### config.mk
export PLATFORM = sky130hd
export DESIGN_NAME = nmi_trigger_latch
export DESIGN_NICKNAME = d
export VERILOG_FILES = /design/src/rtl/nmi_latch_pkg.sv /design/src/rtl/nmi_pin_sync.sv /design/src/rtl/nmi_trig_datapath.sv /design/src/rtl/nmi_reg_ctrl.sv /design/src/rtl/nmi_trigger_latch.sv
export SDC_FILE = /design/constraint.sdc
export NUM_CORES = 1
export LEC_CHECK = 0
export ABC_AREA = 0
export CAP_MARGIN = 5
export CORE_ASPECT_RATIO = 1.25
export CORE_MARGIN = 3
export CORE_UTILIZATION = 22
export DETAILED_ROUTE_END_ITERATION = 6
export GPL_TIMING_DRIVEN = 1
export PLACE_DENSITY = 0.75
export SYNTH_ARGS = -nofsm -noshare
export SYNTH_HDL_FRONTEND = slang
export SYNTH_SLANG_ARGS = --single-unit
### constraint.sdc
create_clock -name clk -period 0.9 [get_ports clk]
set_input_delay 0.09 -clock clk [delete_from_list [all_inputs] [get_ports clk]]
set_output_delay 0.09 -clock clk [all_outputs]
set_load 0.03 [all_outputs]
### src/rtl/nmi_latch_pkg.sv
package nmi_latch_pkg;

  typedef enum logic [1:0] {
    TRIG_LVL_LO    = 2'd0,
    TRIG_EDGE_FALL = 2'd1,
    TRIG_LVL_HI    = 2'd2,
    TRIG_EDGE_RISE = 2'd3
  } trig_e;

  // Strobes from the register control to the trigger datapath
  typedef struct packed {
    logic  clearPend;
    trig_e trigType;
  } ctl_strobe_t;

endpackage

### src/rtl/nmi_pin_sync.sv
module nmi_pin_sync #(
  parameter int   STAGES    = 2,
  parameter logic RESET_VAL = 1'b1
) (
  input  logic clk,
  input  logic rstN,
  input  logic pinAsync,
  output logic pinSync
);

  logic [STAGES-1:0] chainQ;

  generate
    for (genvar i = 0; i < STAGES; i++) begin : g_stage
      if (i == 0) begin : g_first
        always_ff @(posedge clk) begin
          if (!rstN) chainQ[i] <= RESET_VAL;
          else       chainQ[i] <= pinAsync;
        end
      end else begin : g_next
        always_ff @(posedge clk) begin
          if (!rstN) chainQ[i] <= RESET_VAL;
          else       chainQ[i] <= chainQ[i-1];
        end
      end
    end
  endgenerate

  assign pinSync = chainQ[STAGES-1];

endmodule

### src/rtl/nmi_trig_datapath.sv
module nmi_trig_datapath
  import nmi_latch_pkg::*;
(
  input  logic        clk,
  input  logic        rstN,
  input  logic        pinSync,
  input  ctl_strobe_t ctl,
  output logic        latchQ
);

  logic prevQ;
  logic setEvt;

  always_ff @(posedge clk) begin
    if (!rstN) prevQ <= 1'b1;
    else       prevQ <= pinSync;
  end

  always_comb begin
    unique case (ctl.trigType)
      TRIG_LVL_LO:    setEvt = ~pinSync;
      TRIG_EDGE_FALL: setEvt = prevQ & ~pinSync;
      TRIG_LVL_HI:    setEvt = pinSync;
      TRIG_EDGE_RISE: setEvt = ~prevQ & pinSync;
      default:        setEvt = 1'b0;
    endcase
  end

  // Set has priority over clear
  always_ff @(posedge clk) begin
    if (!rstN)              latchQ <= 1'b0;
    else if (setEvt)        latchQ <= 1'b1;
    else if (ctl.clearPend) latchQ <= 1'b0;
  end

  AST_RISE_SETS: assert property (@(posedge clk) disable iff (!rstN)
    (ctl.trigType == TRIG_EDGE_RISE && $rose(pinSync)) |=> latchQ);
  AST_FALL_SETS: assert property (@(posedge clk) disable iff (!rstN)
    (ctl.trigType == TRIG_EDGE_FALL && $fell(pinSync)) |=> latchQ);
  AST_HIGH_SETS: assert property (@(posedge clk) disable iff (!rstN)
    (ctl.trigType == TRIG_LVL_HI && pinSync) |=> latchQ);
  AST_LOW_SETS: assert property (@(posedge clk) disable iff (!rstN)
    (ctl.trigType == TRIG_LVL_LO && !pinSync) |=> latchQ);
  AST_STICKY: assert property (@(posedge clk) disable iff (!rstN)
    (latchQ && !ctl.clearPend) |=> latchQ);
  AST_CLEAR_DROPS: assert property (@(posedge clk) disable iff (!rstN)
    (ctl.clearPend && ctl.trigType[0] && $stable(pinSync)) |=> !latchQ);
  AST_LEVEL_HOLDS: assert property (@(posedge clk) disable iff (!rstN)
    (ctl.clearPend && ctl.trigType == TRIG_LVL_HI && pinSync) |=> latchQ);

endmodule

### src/rtl/nmi_reg_ctrl.sv
module nmi_reg_ctrl
  import nmi_latch_pkg::*;
#(
  parameter int                ADDR_W    = 8,
  parameter int                DATA_W    = 32,
  parameter logic [ADDR_W-1:0] TYPE_OFFS = 8'h0C,
  parameter logic [ADDR_W-1:0] PEND_OFFS = 8'h10,
  parameter logic [ADDR_W-1:0] EN_OFFS   = 8'h40,
  parameter logic              EN_RESET  = 1'b1
) (
  input  logic              clk,
  input  logic              rstN,
  input  logic              regWr,
  input  logic [ADDR_W-1:0] regAddr,
  input  logic [DATA_W-1:0] regWdata,
  input  logic              latchQ,
  output ctl_strobe_t       ctl,
  output logic [DATA_W-1:0] regRdata
);

  localparam int PAD_TYPE = DATA_W - 2;
  localparam int PAD_BIT  = DATA_W - 1;

  trig_e trigQ;
  logic  enQ;
  logic  hitType, hitPend, hitEn;

  assign hitType = (regAddr == TYPE_OFFS);
  assign hitPend = (regAddr == PEND_OFFS);
  assign hitEn   = (regAddr == EN_OFFS);

  always_ff @(posedge clk) begin
    if (!rstN) begin
      trigQ <= TRIG_LVL_LO;
      enQ   <= EN_RESET;
    end else if (regWr) begin
      if (hitType) trigQ <= trig_e'(regWdata[1:0]);
      if (hitEn)   enQ   <= regWdata[0];
    end
  end

  always_comb begin
    ctl.clearPend = regWr & hitPend & regWdata[0];
    ctl.trigType  = trigQ;
  end

  always_comb begin
    regRdata = '0;
    if (hitType)      regRdata = {{PAD_TYPE{1'b0}}, trigQ};
    else if (hitPend) regRdata = {{PAD_BIT{1'b0}}, latchQ & enQ};
    else if (hitEn)   regRdata = {{PAD_BIT{1'b0}}, enQ};
  end

  AST_TYPE_WRITE: assert property (@(posedge clk) disable iff (!rstN)
    (regWr && hitType) |=> (trigQ == $past(regWdata[1:0])));
  AST_PEND_MASKED: assert property (@(posedge clk) disable iff (!rstN)
    (hitPend && !enQ) |-> (regRdata == '0));
  AST_UNMAPPED_ZERO: assert property (@(posedge clk) disable iff (!rstN)
    (!hitType && !hitPend && !hitEn) |-> (regRdata == '0));
  AST_UNMAPPED_NOWRITE: assert property (@(posedge clk) disable iff (!rstN)
    (regWr && !hitType && !hitEn) |=> ($stable(trigQ) && $stable(enQ)));

endmodule

### src/rtl/nmi_trigger_latch.sv
module nmi_trigger_latch
  import nmi_latch_pkg::*;
#(
  parameter int                ADDR_W      = 8,
  parameter int                DATA_W      = 32,
  parameter int                SYNC_STAGES = 2,
  parameter logic [ADDR_W-1:0] TYPE_OFFS   = 8'h0C,
  parameter logic [ADDR_W-1:0] PEND_OFFS   = 8'h10,
  parameter logic [ADDR_W-1:0] EN_OFFS     = 8'h40
) (
  input  logic              clk,
  input  logic              rstN,
  input  logic              nmiPin,
  input  logic              regWr,
  input  logic [ADDR_W-1:0] regAddr,
  input  logic [DATA_W-1:0] regWdata,
  output logic [DATA_W-1:0] regRdata,
  output logic              irqReq
);

  logic        pinSync;
  logic        latchQ;
  ctl_strobe_t ctl;

  nmi_pin_sync #(
    .STAGES    (SYNC_STAGES),
    .RESET_VAL (1'b1)
  ) u_sync (
    .clk      (clk),
    .rstN     (rstN),
    .pinAsync (nmiPin),
    .pinSync  (pinSync)
  );

  nmi_reg_ctrl #(
    .ADDR_W    (ADDR_W),
    .DATA_W    (DATA_W),
    .TYPE_OFFS (TYPE_OFFS),
    .PEND_OFFS (PEND_OFFS),
    .EN_OFFS   (EN_OFFS),
    .EN_RESET  (1'b1)
  ) u_ctrl (
    .clk      (clk),
    .rstN     (rstN),
    .regWr    (regWr),
    .regAddr  (regAddr),
    .regWdata (regWdata),
    .latchQ   (latchQ),
    .ctl      (ctl),
    .regRdata (regRdata)
  );

  nmi_trig_datapath u_dp (
    .clk     (clk),
    .rstN    (rstN),
    .pinSync (pinSync),
    .ctl     (ctl),
    .latchQ  (latchQ)
  );

  assign irqReq = latchQ;

endmodule

Word-level counts from Yosys, hierarchy flattened
Index checks and enable logic that the tools add are counted.
- eq/ne operators: 6
- muxes and demuxes: 6
- bitwise operators: 7
- reductions and logical operators: 4
- operator list (kind ; count):
    $mux 32 ; 2
    $eq 8x4->1 const B ; 1
    $eq 8x5->1 const B ; 1
    $eq 8x7->1 const B ; 1
    $and 1x1->1 ; 5
    $eq 2x2->1 const B ; 2
    $pmux 1 s4 ; 1
    $reduce_and 2->1 ; 2
    $mux 1 ; 3
    $eq 2x1->1 const B ; 1
    $logic_not 2->1 ; 1
    $not 1->1 ; 2
    $reduce_bool 2->1 ; 1
- register bits: 7
- input port bits: 44
- output and inout port bits: 33

Depth between registers and ports, before layout
Gate-level depths: netlist (run 1).
- depth after elaboration: 5
- gate-level depth with buffers: 4
- gate-level depth less buffers: 4

By module
From an unflattened synthesis (run 1), not the netlist that was laid out.
- cells, all modules: 68
- area total of the unflattened synthesis: 596.8 µm²
- modules (own cells, without submodules) (module ; times used ; cells an instance ; area an instance (µm²)):
    nmi_reg_ctrl ; 1 ; 55 ; 462.9
    nmi_trig_datapath ; 1 ; 9 ; 81.3
    nmi_pin_sync ; 1 ; 4 ; 52.6

Worst setup path after synthesis (run 1)
Ideal clock, no wire load.
- kind: reg2out
- start point: reg u_dp.latchQ
- end point: out regRdata[0]
- arrival time: 973 ps
- data required time: 810 ps
- slack: -163 ps
- cell stages (with the launch flop): 4
- buffers on the path: 0
- cell sequence: dfxtp_1 nand3_1 nand2_1 a22o_1
- longest elaborated chain between the ends: 3
- RTL lines (element ; line ; text):
    from (decl) ; nmi_trig_datapath.sv:8 ; output logic latchQ
    from (signal assigned) ; nmi_trig_datapath.sv:31 ; if (!rstN) latchQ <= 1'b0;
    from (signal assigned) ; nmi_trig_datapath.sv:32 ; else if (setEvt) latchQ <= 1'b1;
    from (signal assigned) ; nmi_trig_datapath.sv:33 ; else if (ctl.clearPend) latchQ <= 1'b0;
    $and 1x1->1 ; nmi_reg_ctrl.sv:50 ; else if (hitPend) regRdata = {{PAD_BIT{1'b0}}, latchQ & enQ};
    $mux 32 ; nmi_reg_ctrl.sv:50 ;
    $mux 32 ; nmi_reg_ctrl.sv:49 ; if (hitType) regRdata = {{PAD_TYPE{1'b0}}, trigQ};
    to (decl) ; nmi_trigger_latch.sv:17 ; output logic [DATA_W-1:0] regRdata,
Every way passes these cells.

Worst setup path in the final report (run 1)
Same ends and word-level chain as after synthesis.

==> metrics, run 1 <==
Setup CP Type=reg -> out; core footprint=2500 sq um; Die Width=52.3 um; Final HPWL DP=917 um; DR iter-0 viols=8; pin count of the biggest net entering global routing=10; Max FO, Critical Path=2; post-synthesis mux area share=5.10%; Post-Syn Area=589 sq um; P_int=581 uW; peak supply drop=673 uV; final setup margin=-0.260 ns; sequential share of power=34.5%; run status=finished, violations left; Hold Path Class=in -> reg; area delta synth->final=41.2%; GR Util All Layers=6.34%; initial antenna violation count=0; routed vias/inst=3.66; # port buffers=16; I/O pins=77; drt pass-1 iters=4; worst skew pair latency=0.25 ns; via count=469; WL final=1180 um; adder-cell share of the synthesized area=0%; synthesis-stage register bit count=7; max cap viols=0; Unique masters post-synth=20; Antenna Cells=0; Placer Congestion=0.717; Filler cells=271; Psw=344 uW; Final TNS setup=-0.520 ns; wire per inst=9.18 um; Crit. End Element=output port; largest cells by area after synthesis=buf_4, dfxtp_1, mux2i_1, nor4b_4, nand2_1; hold-fix buffer count after cts=0; post-synthesis simple-gate area fraction=26.1%; final hold vios=0; Synth area leader=buf_4; Clock power frac=30.6%; H-Tree Depth=1; Compound-Gate Fraction of Synth Area=3.18%; vias in the first global route=391; final net count=140; crit start category=flip-flop; crit path DAT=1.07 ns; Clock Sinks=7; # setup viols final=5; Final Max Tran Viols=0; xor-xnor portion of the synthesized cell area=2.97%; failing checks=negative setup slack; Synth top area share=38.2%; CTS clk-pin slew, worst paths=0.05 ns; Congestion Overflow GR=0; Tmin final=1.16 ns; sequential share of the synthesized area=23.8%; root buffer cell=clkbuf_4; clock skew=0.00346 ns; DP Area=724 sq um; fin crit share=129%; first-pass GRT wire length=1570 um; area occupied by registers=145 sq um; DRC=0; starting density of the core=23.5%; antenna violation net count after detailed routing=0; Clock Tree Buf Depth=2; main combinational cell family by area after synthesis=buffers and inverters; P_leak=0.000410 uW; share of cells above drive strength 1=36.8%; die span in y=63.9 um; Sw Share=37.2%; unrepaired setup endpoints after global routing=true; # rows=20; Ys Warns=0; DIE AREA=3340 sq um; cells after synthesis=67; combinational group share of total power=34.8%; Cell Pwr Density=1110 nW/um^2; multi-input logic area=385 sq um; Max Clk Rate=0.862 GHz; CTS tree=done; fin area=832 sq um; total power=925 uW; CTS Buf Count=3; Worst Path Required=0.81 ns; mean area per synthesized cell=8.80 sq um
==> registers in the layout, indices dropped and copies added (netlist names) <==
| register | count |
|---|---|
| u_ctrl.enQ | 1 |
| u_ctrl.trigQ | 2 |
| u_dp.latchQ | 1 |
| u_dp.prevQ | 1 |
| u_sync.chainQ | 1 |
| u_sync.pinSync | 1 |
==> final timing paths <==
kind	startpoint	to	slack, ns	cells after the start
setup / recovery	u_dp.latchQ	regRdata[0]	-0.26	4
hold / removal	regAddr[1]	u_ctrl.enQ	0.23	5
hold reg to reg	u_sync.chainQ[0]	u_sync.pinSync	0.41	1
setup reg to reg	u_ctrl.trigQ[1]	u_dp.latchQ	0.05	4
==> critical path, stage by stage, from the launching register on <==
cell,delay [ns]
dfxtp_2,0.32
nand3_2,0.07
nand2_2,0.05
a22o_4,0.25
buf_6,0.13
==> cells in the final DEF, fill, tap and decap left out <==
cell             instances
nand2b_1                 3
mux2i_1                  3
clkbuf_1                 1
clkbuf_4                 3
buf_2                    3
nor4b_4                  2
buf_8                    3
xnor2_2                  1
and2_4                   1
nor2b_1                  1
nor3_4                   1
a22o_4                   1
nand4_1                  2
nand2_1                  5
buf_6                    5
xor2_1                   1
conb_1                  30
dfxtp_2                  1
nand3b_1                 1
clkdlybuf4s50_1          5
a21oi_1                  2
nand2_2                  1
dfxtp_1                  5
nand2_4                  1
nand3_2                  1
nor4_4                   1
nand3_1                  1
dfxtp_4                  1
buf_4                    9
==> cell families after synthesis <==
kind of cell	Yosys count
buffers and inverters	30
muxes	3
AOI/OAI and AO/OA	3
DFF	7
xor gates and xnor gates	2
other	1
and+or+nand+nor	21
==> through the flow <==
step / utilization [%] / hold slack, ns / cells / setup slack, ns
after floorplan: - / 0.152 / 96 / -0.0338
after global placement: 29.0 / 0.388 / 121 / -0.659
final: 33.3 / 0.234 / 128 / -0.260
after detailed placement: 29.0 / 0.392 / 121 / -0.691
after CTS: 31.4 / 0.275 / 128 / -0.272
after global routing: 33.3 / 0.240 / 128 / -0.302
==> cell type report <==
type                            count  share of cell area [%]
Clock buffer                        4                    3.16
Multi-Input combinational cell     59                    46.3
Sequential cell                     7                    17.4
Tap cell                           33                    4.96
Timing Repair Buffer               25                    28.1
==> power by group through the flow <==
stage          Combinational, uW  Clock (uW)  Sequential [uW]
2_1_floorplan                288           0              333
3_3_place_gp                 295           0              328
3_5_place_dp                 297           0              328
4_1_cts                      300         293              322
5_1_grt                      342         312              320
6_report                     322         283              320
==> synth_stat cells, drive strengths merged <==
cell / instances
nand3: 2
nand2: 7
nor4: 1
nand2b: 3
nor4b: 2
nand4: 2
dfxtp: 7
nor2b: 1
a21oi: 2
nand3b: 1
a22o: 1
xnor2: 1
buf: 30
mux2i: 3
nor3: 1
xor2: 1
conb: 1
and2: 1
==> per-layer routing <==
metal	wire length, um	GRT usage (%)	share of wire, %
met1	366	5.38	31
met2	614	12.0	52
met3	194	4.90	17
met4	0	0	0
met5	0	0	0
==> repair_timing <==
| item | in CTS | in global routing |
|---|---|---|
| endpoints found under the setup margin | 7 | 6 |
| hold endpoints to repair | 0 | 0 |
| buffers inserted | 3 | 0 |
| resized for setup | 42 | 15 |
| pin swaps | 10 | 12 |
(Power assumes the default switching activity.)
==> run 2, diff against run 1 <==
--- a/config.mk
+++ b/config.mk
@@ -7,12 +7,11 @@
 export LEC_CHECK = 0
 export ABC_AREA = 0
 export CAP_MARGIN = 5
-export CORE_ASPECT_RATIO = 1.25
-export CORE_MARGIN = 3
-export CORE_UTILIZATION = 22
+export CORE_AREA = 2 2 39 41
 export DETAILED_ROUTE_END_ITERATION = 6
+export DIE_AREA = 0 0 41 43
+export DONT_BUFFER_PORTS = 1
 export GPL_TIMING_DRIVEN = 1
-export PLACE_DENSITY = 0.75
 export SYNTH_ARGS = -nofsm -noshare
 export SYNTH_HDL_FRONTEND = slang
 export SYNTH_SLANG_ARGS = --single-unit
==> metrics, run 2 (same netlist as run 1, synthesis figures left out) <==
cells along the critical path=nand3_2 -> nand2_1 -> a22o_4 (was nand3_2 -> nand2_2 -> a22o_4 -> buf_6); final net count=123 (was 140); Worst Path Required=0.81 ns (about the same); DIE AREA=1760 sq um (was 3340 sq um); unrepaired setup endpoints after global routing=true (unchanged); CTS tree=done (unchanged); cell depth of the worst flop-to-flop path=5 (was 4); r2r startpoint=u_ctrl.trigQ[1] (unchanged); die span in y=43 um (was 63.9 um); clock skew=0.00392 ns (was 0.00346 ns); Max FO, Critical Path=2 (unchanged); GR Util All Layers=10.3% (was 6.34%); Die Width=41 um (was 52.3 um); max reg flops=2 (unchanged); Crit Reg-Reg Endpoint=u_dp.latchQ (unchanged); crit path max-delay cell type=dfxtp_2 (unchanged); crit start category=flip-flop (unchanged); Hold Path Class=in -> reg (unchanged); initial antenna violation count=0 (unchanged); vias in the first global route=298 (was 391); P_leak=0.000316 uW (was 0.000410 uW); starting density of the core=42.6% (was 23.5%); pin count of the biggest net entering global routing=10 (unchanged); peak supply drop=576 uV (was 673 uV); antenna violation net count after detailed routing=0 (unchanged); Final Max Tran Viols=0 (unchanged); fin cells=94 (was 128); # port buffers=0 (was 16); max incr delay on CP=0.32 ns (about the same); # setup viols final=3 (was 5); Antenna Cells=0 (unchanged); reg2reg setup slack=-0.03 ns (was 0.05 ns); DR iter-0 viols=4 (was 8); Setup CP Type=reg -> out (unchanged); DRC=0 (unchanged); wire per inst=9.18 um (about the same); total power=836 uW (was 925 uW); via count=387 (was 469); Biggest register=u_ctrl.trigQ (unchanged); multi-input logic area=363 sq um (was 385 sq um); final hold vios=0 (unchanged); root buffer cell=clkbuf_4 (unchanged); DP Worst Slack=-0.123 ns (was -0.691 ns); CTS clk-pin slew, worst paths=0.05 ns (about the same); Congestion Overflow GR=0 (unchanged); routed vias/inst=4.12 (was 3.66); fin crit share=116% (was 129%); worst hold endpoint=u_ctrl.trigQ[0] (was u_ctrl.enQ); run status=finished, violations left (unchanged); Crit. End Element=output port (unchanged); WL final=863 um (was 1180 um); area delta synth->final=6.58% (was 41.2%); CTS Buf Count=3 (unchanged); H-Tree Depth=1 (unchanged); max cap viols=0 (unchanged); drt pass-1 iters=4 (unchanged); Cell Pwr Density=1330 nW/um^2 (was 1110 nW/um^2); Placer Congestion=0.720 (was 0.717); hold depth=2 (was 5); first-pass GRT wire length=1120 um (was 1570 um); core footprint=1380 sq um (was 2500 sq um); failing checks=negative setup slack (unchanged); final core occ=45.4% (was 33.3%); crit path DAT=0.95 ns (was 1.07 ns); most frequent cells in the layout=conb_1, nand2_1, dfxtp_1 (was conb_1, buf_4); Final HPWL DP=698 um (was 917 um); Tmin final=1.04 ns (was 1.16 ns); Filler cells=153 (was 271); worst min-delay path startpoint=regWr (was regAddr[1]); Clock Sinks=7 (unchanged); Max Clk Rate=0.961 GHz (was 0.862 GHz); area occupied by registers=143 sq um (was 145 sq um); dpl cells=85 (was 121); Clock Tree Buf Depth=2 (unchanged); share of cells above drive strength 1=23.1% (was 36.8%); most common cell after layout, fill and taps aside=conb_1 (unchanged); final setup margin=-0.141 ns (was -0.260 ns); # rows=14 (was 20); worst skew pair latency=0.25 ns (about the same); I/O pins=77 (unchanged)
[run 2: stage by stage]
| step | hold slack, ns | setup TNS (ns) | instance area, sq um |
|---|---|---|---|
| floorplan | 0.152 | -0.0981 | 711 |
| global placement | 0.154 | -0.367 | 528 |
| detailed placement | 0.157 | -0.471 | 528 |
| CTS | 0.00917 | -0.284 | 619 |
| global route | 0.0145 | -0.415 | 628 |
| finish | 0.0280 | -0.246 | 628 |
[run 2: layout make-up]
cell class | count | area share, %
Timing Repair Buffer | 8 | 12.2
Tap cell | 16 | 3.19
Sequential cell | 7 | 22.7
Clock buffer | 4 | 4.18
Multi-Input combinational cell | 59 | 57.8
[run 2: worst max-delay path: cells and delay by family (launching register included)]
family,cells,cell delay (ns)
DFF,1,0.32
AOI/OAI and AO/OA,1,0.28
and+or+nand+nor,2,0.10
[run 2: worst max path at each step]
| stage | start | end | slack, ns | cells past startpoint |
|---|---|---|---|---|
| 6_report | u_dp.latchQ | regRdata[0] | -0.14 | 3 |
| 3_5_place_dp | regAddr[6] | u_ctrl.trigQ[0] | -0.12 | 4 |
| 5_1_grt | u_dp.latchQ | regRdata[0] | -0.20 | 3 |
| 3_3_place_gp | regAddr[6] | u_ctrl.trigQ[1] | -0.08 | 4 |
| 2_1_floorplan | regAddr[6] | u_ctrl.trigQ[0] | -0.03 | 4 |
| 4_1_cts | u_dp.latchQ | regRdata[0] | -0.16 | 3 |
[run 2: per-layer routing]
| layer | vias up | GRT usage, % | routed length, um |
|---|---|---|---|
| li1 | 185 | - | - |
| met1 | 169 | 11.0 | 295 |
| met2 | 29 | 14.4 | 424 |
| met3 | 4 | 3.66 | 113 |
| met4 | 0 | 10.0 | 31 |
| met5 | - | 0 | 0 |
[run 2: timing repair]
item,4_1_cts,5_1_grt
pin swaps,2,0
setup endpoints to repair,2,4
gates resized for setup,4,2
hold buffers,4,0
hold endpoints to repair,7,0
buffers inserted,1,0
[run 2: report_power, final]
group,internal (uW),switching [uW]
sequential,319,3.74
clock,169,119
combinational,35.8,190
total,524,312
==> run 3, diff against run 2 <==
--- a/config.mk
+++ b/config.mk
@@ -7,11 +7,13 @@
 export LEC_CHECK = 0
 export ABC_AREA = 0
 export CAP_MARGIN = 5
-export CORE_AREA = 2 2 39 41
+export CORE_ASPECT_RATIO = 1.25
+export CORE_MARGIN = 2
+export CORE_UTILIZATION = 22
 export DETAILED_ROUTE_END_ITERATION = 6
-export DIE_AREA = 0 0 41 43
-export DONT_BUFFER_PORTS = 1
 export GPL_TIMING_DRIVEN = 1
+export PLACE_DENSITY = 0.75
+export SETUP_SLACK_MARGIN = 0.15
 export SYNTH_ARGS = -nofsm -noshare
 export SYNTH_HDL_FRONTEND = slang
 export SYNTH_SLANG_ARGS = --single-unit
==> metrics, run 3 (same netlist as run 1, synthesis figures left out) <==
CTS tree=done (unchanged); Filler cells=277 (was 153); worst hold endpoint=u_dp.latchQ (was u_ctrl.trigQ[0]); final setup margin=-0.276 ns (was -0.141 ns); # port buffers=16 (was 0); cells along the critical path=nand3_1 -> nand2_1 -> a22o_4 -> buf_6 (was nand3_2 -> nand2_1 -> a22o_4); via count=456 (was 387); routed vias/inst=3.48 (was 4.12); DIE AREA=3110 sq um (was 1760 sq um); clock skew=0.00483 ns (was 0.00392 ns); Crit Reg-Reg Endpoint=u_dp.latchQ (unchanged); cell depth of the worst flop-to-flop path=4 (was 5); Tmin final=1.18 ns (was 1.04 ns); most common cell after layout, fill and taps aside=conb_1 (unchanged); Worst Path Required=0.81 ns (about the same); starting density of the core=22.7% (was 42.6%); GR Util All Layers=7.76% (was 10.3%); root buffer cell=clkbuf_4 (unchanged); # setup viols final=5 (was 3); Antenna Cells=0 (unchanged); Psw=335 uW (was 312 uW); area occupied by registers=145 sq um (was 143 sq um); vias in the first global route=441 (was 298); Top delay family on crit path=flip-flops (unchanged); DRC=0 (unchanged); die span in y=61.9 um (was 43 um); pin count of the biggest net entering global routing=10 (unchanged); drt pass-1 iters=4 (unchanged); reg2reg setup slack=0.04 ns (was -0.03 ns); Clock Sinks=7 (unchanged); run status=finished, violations left (unchanged); combinational group share of total power=35.3% (was 27.0%); Biggest register=u_ctrl.trigQ (unchanged); Clock power frac=29.9% (was 34.5%); max incr delay on CP=0.32 ns (about the same); Cell Pwr Density=1090 nW/um^2 (was 1330 nW/um^2); most frequent cells in the layout=conb_1, buf_6, buf_4 (was conb_1, nand2_1, dfxtp_1); Congestion Overflow GR=0 (unchanged); Max FO, Critical Path=2 (unchanged); worst min-delay path startpoint=regAddr[6] (was regWr); share of cells above drive strength 1=39.2% (was 23.1%); Final Max Tran Viols=0 (unchanged); P_int=585 uW (was 524 uW); first-pass GRT wire length=1790 um (was 1120 um); peak supply drop=617 uV (was 576 uV); Placer Congestion=0.744 (was 0.720); CP bufs+invs=1 (was 0); multi-input logic area=384 sq um (was 363 sq um); max cap viols=0 (unchanged); I/O pins=77 (unchanged); Sw Share=36.4% (was 37.3%); CTS Buf Count=3 (unchanged); Clock Tree Buf Depth=2 (unchanged); DR iter-0 viols=3 (was 4); crit path max-delay cell type=dfxtp_2 (unchanged); WL final=1120 um (was 863 um); final net count=142 (was 123); Max Clk Rate=0.850 GHz (was 0.961 GHz); final core occ=32.6% (was 45.4%); crit path DAT=1.09 ns (was 0.95 ns); Die Width=50.3 um (was 41 um); WHS=0.265 ns (was 0.0280 ns); wire per inst=8.53 um (was 9.18 um); Crit. End Element=output port (unchanged); P_leak=0.000419 uW (was 0.000316 uW); worst skew pair latency=0.24 ns (was 0.25 ns); hold depth=5 (was 2); failing checks=negative setup slack (unchanged); r2r startpoint=u_ctrl.trigQ[1] (unchanged); unrepaired setup endpoints after global routing=true (unchanged); final hold vios=0 (unchanged); # rows=21 (was 14); max reg flops=2 (unchanged); initial antenna violation count=0 (unchanged); sequential share of power=34.9% (was 38.6%); Setup CP Type=reg -> out (unchanged); antenna violation net count after detailed routing=0 (unchanged); CTS clk-pin slew, worst paths=0.05 ns (about the same); crit start category=flip-flop (unchanged); area delta synth->final=43.7% (was 6.58%); H-Tree Depth=1 (unchanged); fin crit share=131% (was 116%); core footprint=2600 sq um (was 1380 sq um); Hold Path Class=in -> reg (unchanged)
[run 3: layout make-up]
| cell class | instances | area share (%) |
|---|---|---|
| Multi-Input combinational cell | 59 | 45.3 |
| Timing Repair Buffer | 27 | 29.4 |
| Sequential cell | 7 | 17.1 |
| Tap cell | 34 | 5.02 |
| Clock buffer | 4 | 3.10 |
[run 3: how the worst max path moves through the flow]
| stage | start | end | slack [ns] | cells after the start |
|---|---|---|---|---|
| floorplan | regAddr[6] | u_ctrl.trigQ[0] | -0.03 | 4 |
| global placement | regAddr[6] | regRdata[1] | -0.62 | 5 |
| detailed placement | regAddr[6] | regRdata[1] | -0.66 | 5 |
| CTS | regAddr[2] | regRdata[0] | -0.31 | 7 |
| global route | u_dp.latchQ | regRdata[0] | -0.33 | 4 |
| finish | u_dp.latchQ | regRdata[0] | -0.28 | 4 |
[run 3: per-layer routing]
metal	wire, um	GRT usage (%)	vias to the layer above
li1	-	-	222
met3	131	2.87	0
met5	0	0	-
met2	554	15.0	33
met1	431	7.40	201
met4	0	3.47	0
[run 3: worst register-to-register path: cells and delay by family, from the launching register on]
kind / cells / cell delay, ns
XOR/XNOR: 1 / 0.18
AND/OR/NAND/NOR: 1 / 0.10
AO/OA/AOI/OAI: 2 / 0.16
flip-flops: 1 / 0.37
[run 3: power by group through the flow]
| stage | Combinational, uW | Sequential (uW) | Clock [uW] |
|---|---|---|---|
| floorplan | 289 | 333 | 0 |
| global placement | 300 | 328 | 0 |
| detailed placement | 302 | 329 | 0 |
| CTS | 315 | 320 | 290 |
| global route | 348 | 322 | 304 |
| finish | 324 | 321 | 275 |
[run 3: through the flow]
| stage | instance area (sq um) | std cells | power [uW] | setup TNS, ns | worst slack, ns |
|---|---|---|---|---|---|
| after floorplan | 717 | 96 | 622 | -0.0981 | -0.0338 |
| after global placement | 739 | 123 | 628 | -3.40 | -0.618 |
| after detailed placement | 739 | 123 | 631 | -3.69 | -0.655 |
| after CTS | 818 | 130 | 924 | -0.522 | -0.310 |
| after global routing | 847 | 131 | 973 | -0.885 | -0.334 |
| final | 847 | 131 | 919 | -0.521 | -0.276 |
[run 3: repair_timing]
action / 4_1_cts / 5_1_grt
resized for setup: 48 / 5
hold endpoints to repair: 0 / 0
hold buffers: 0 / 0
pin swaps: 11 / 5
endpoints found under the setup margin: 7 / 7
setup buffers: 3 / 1
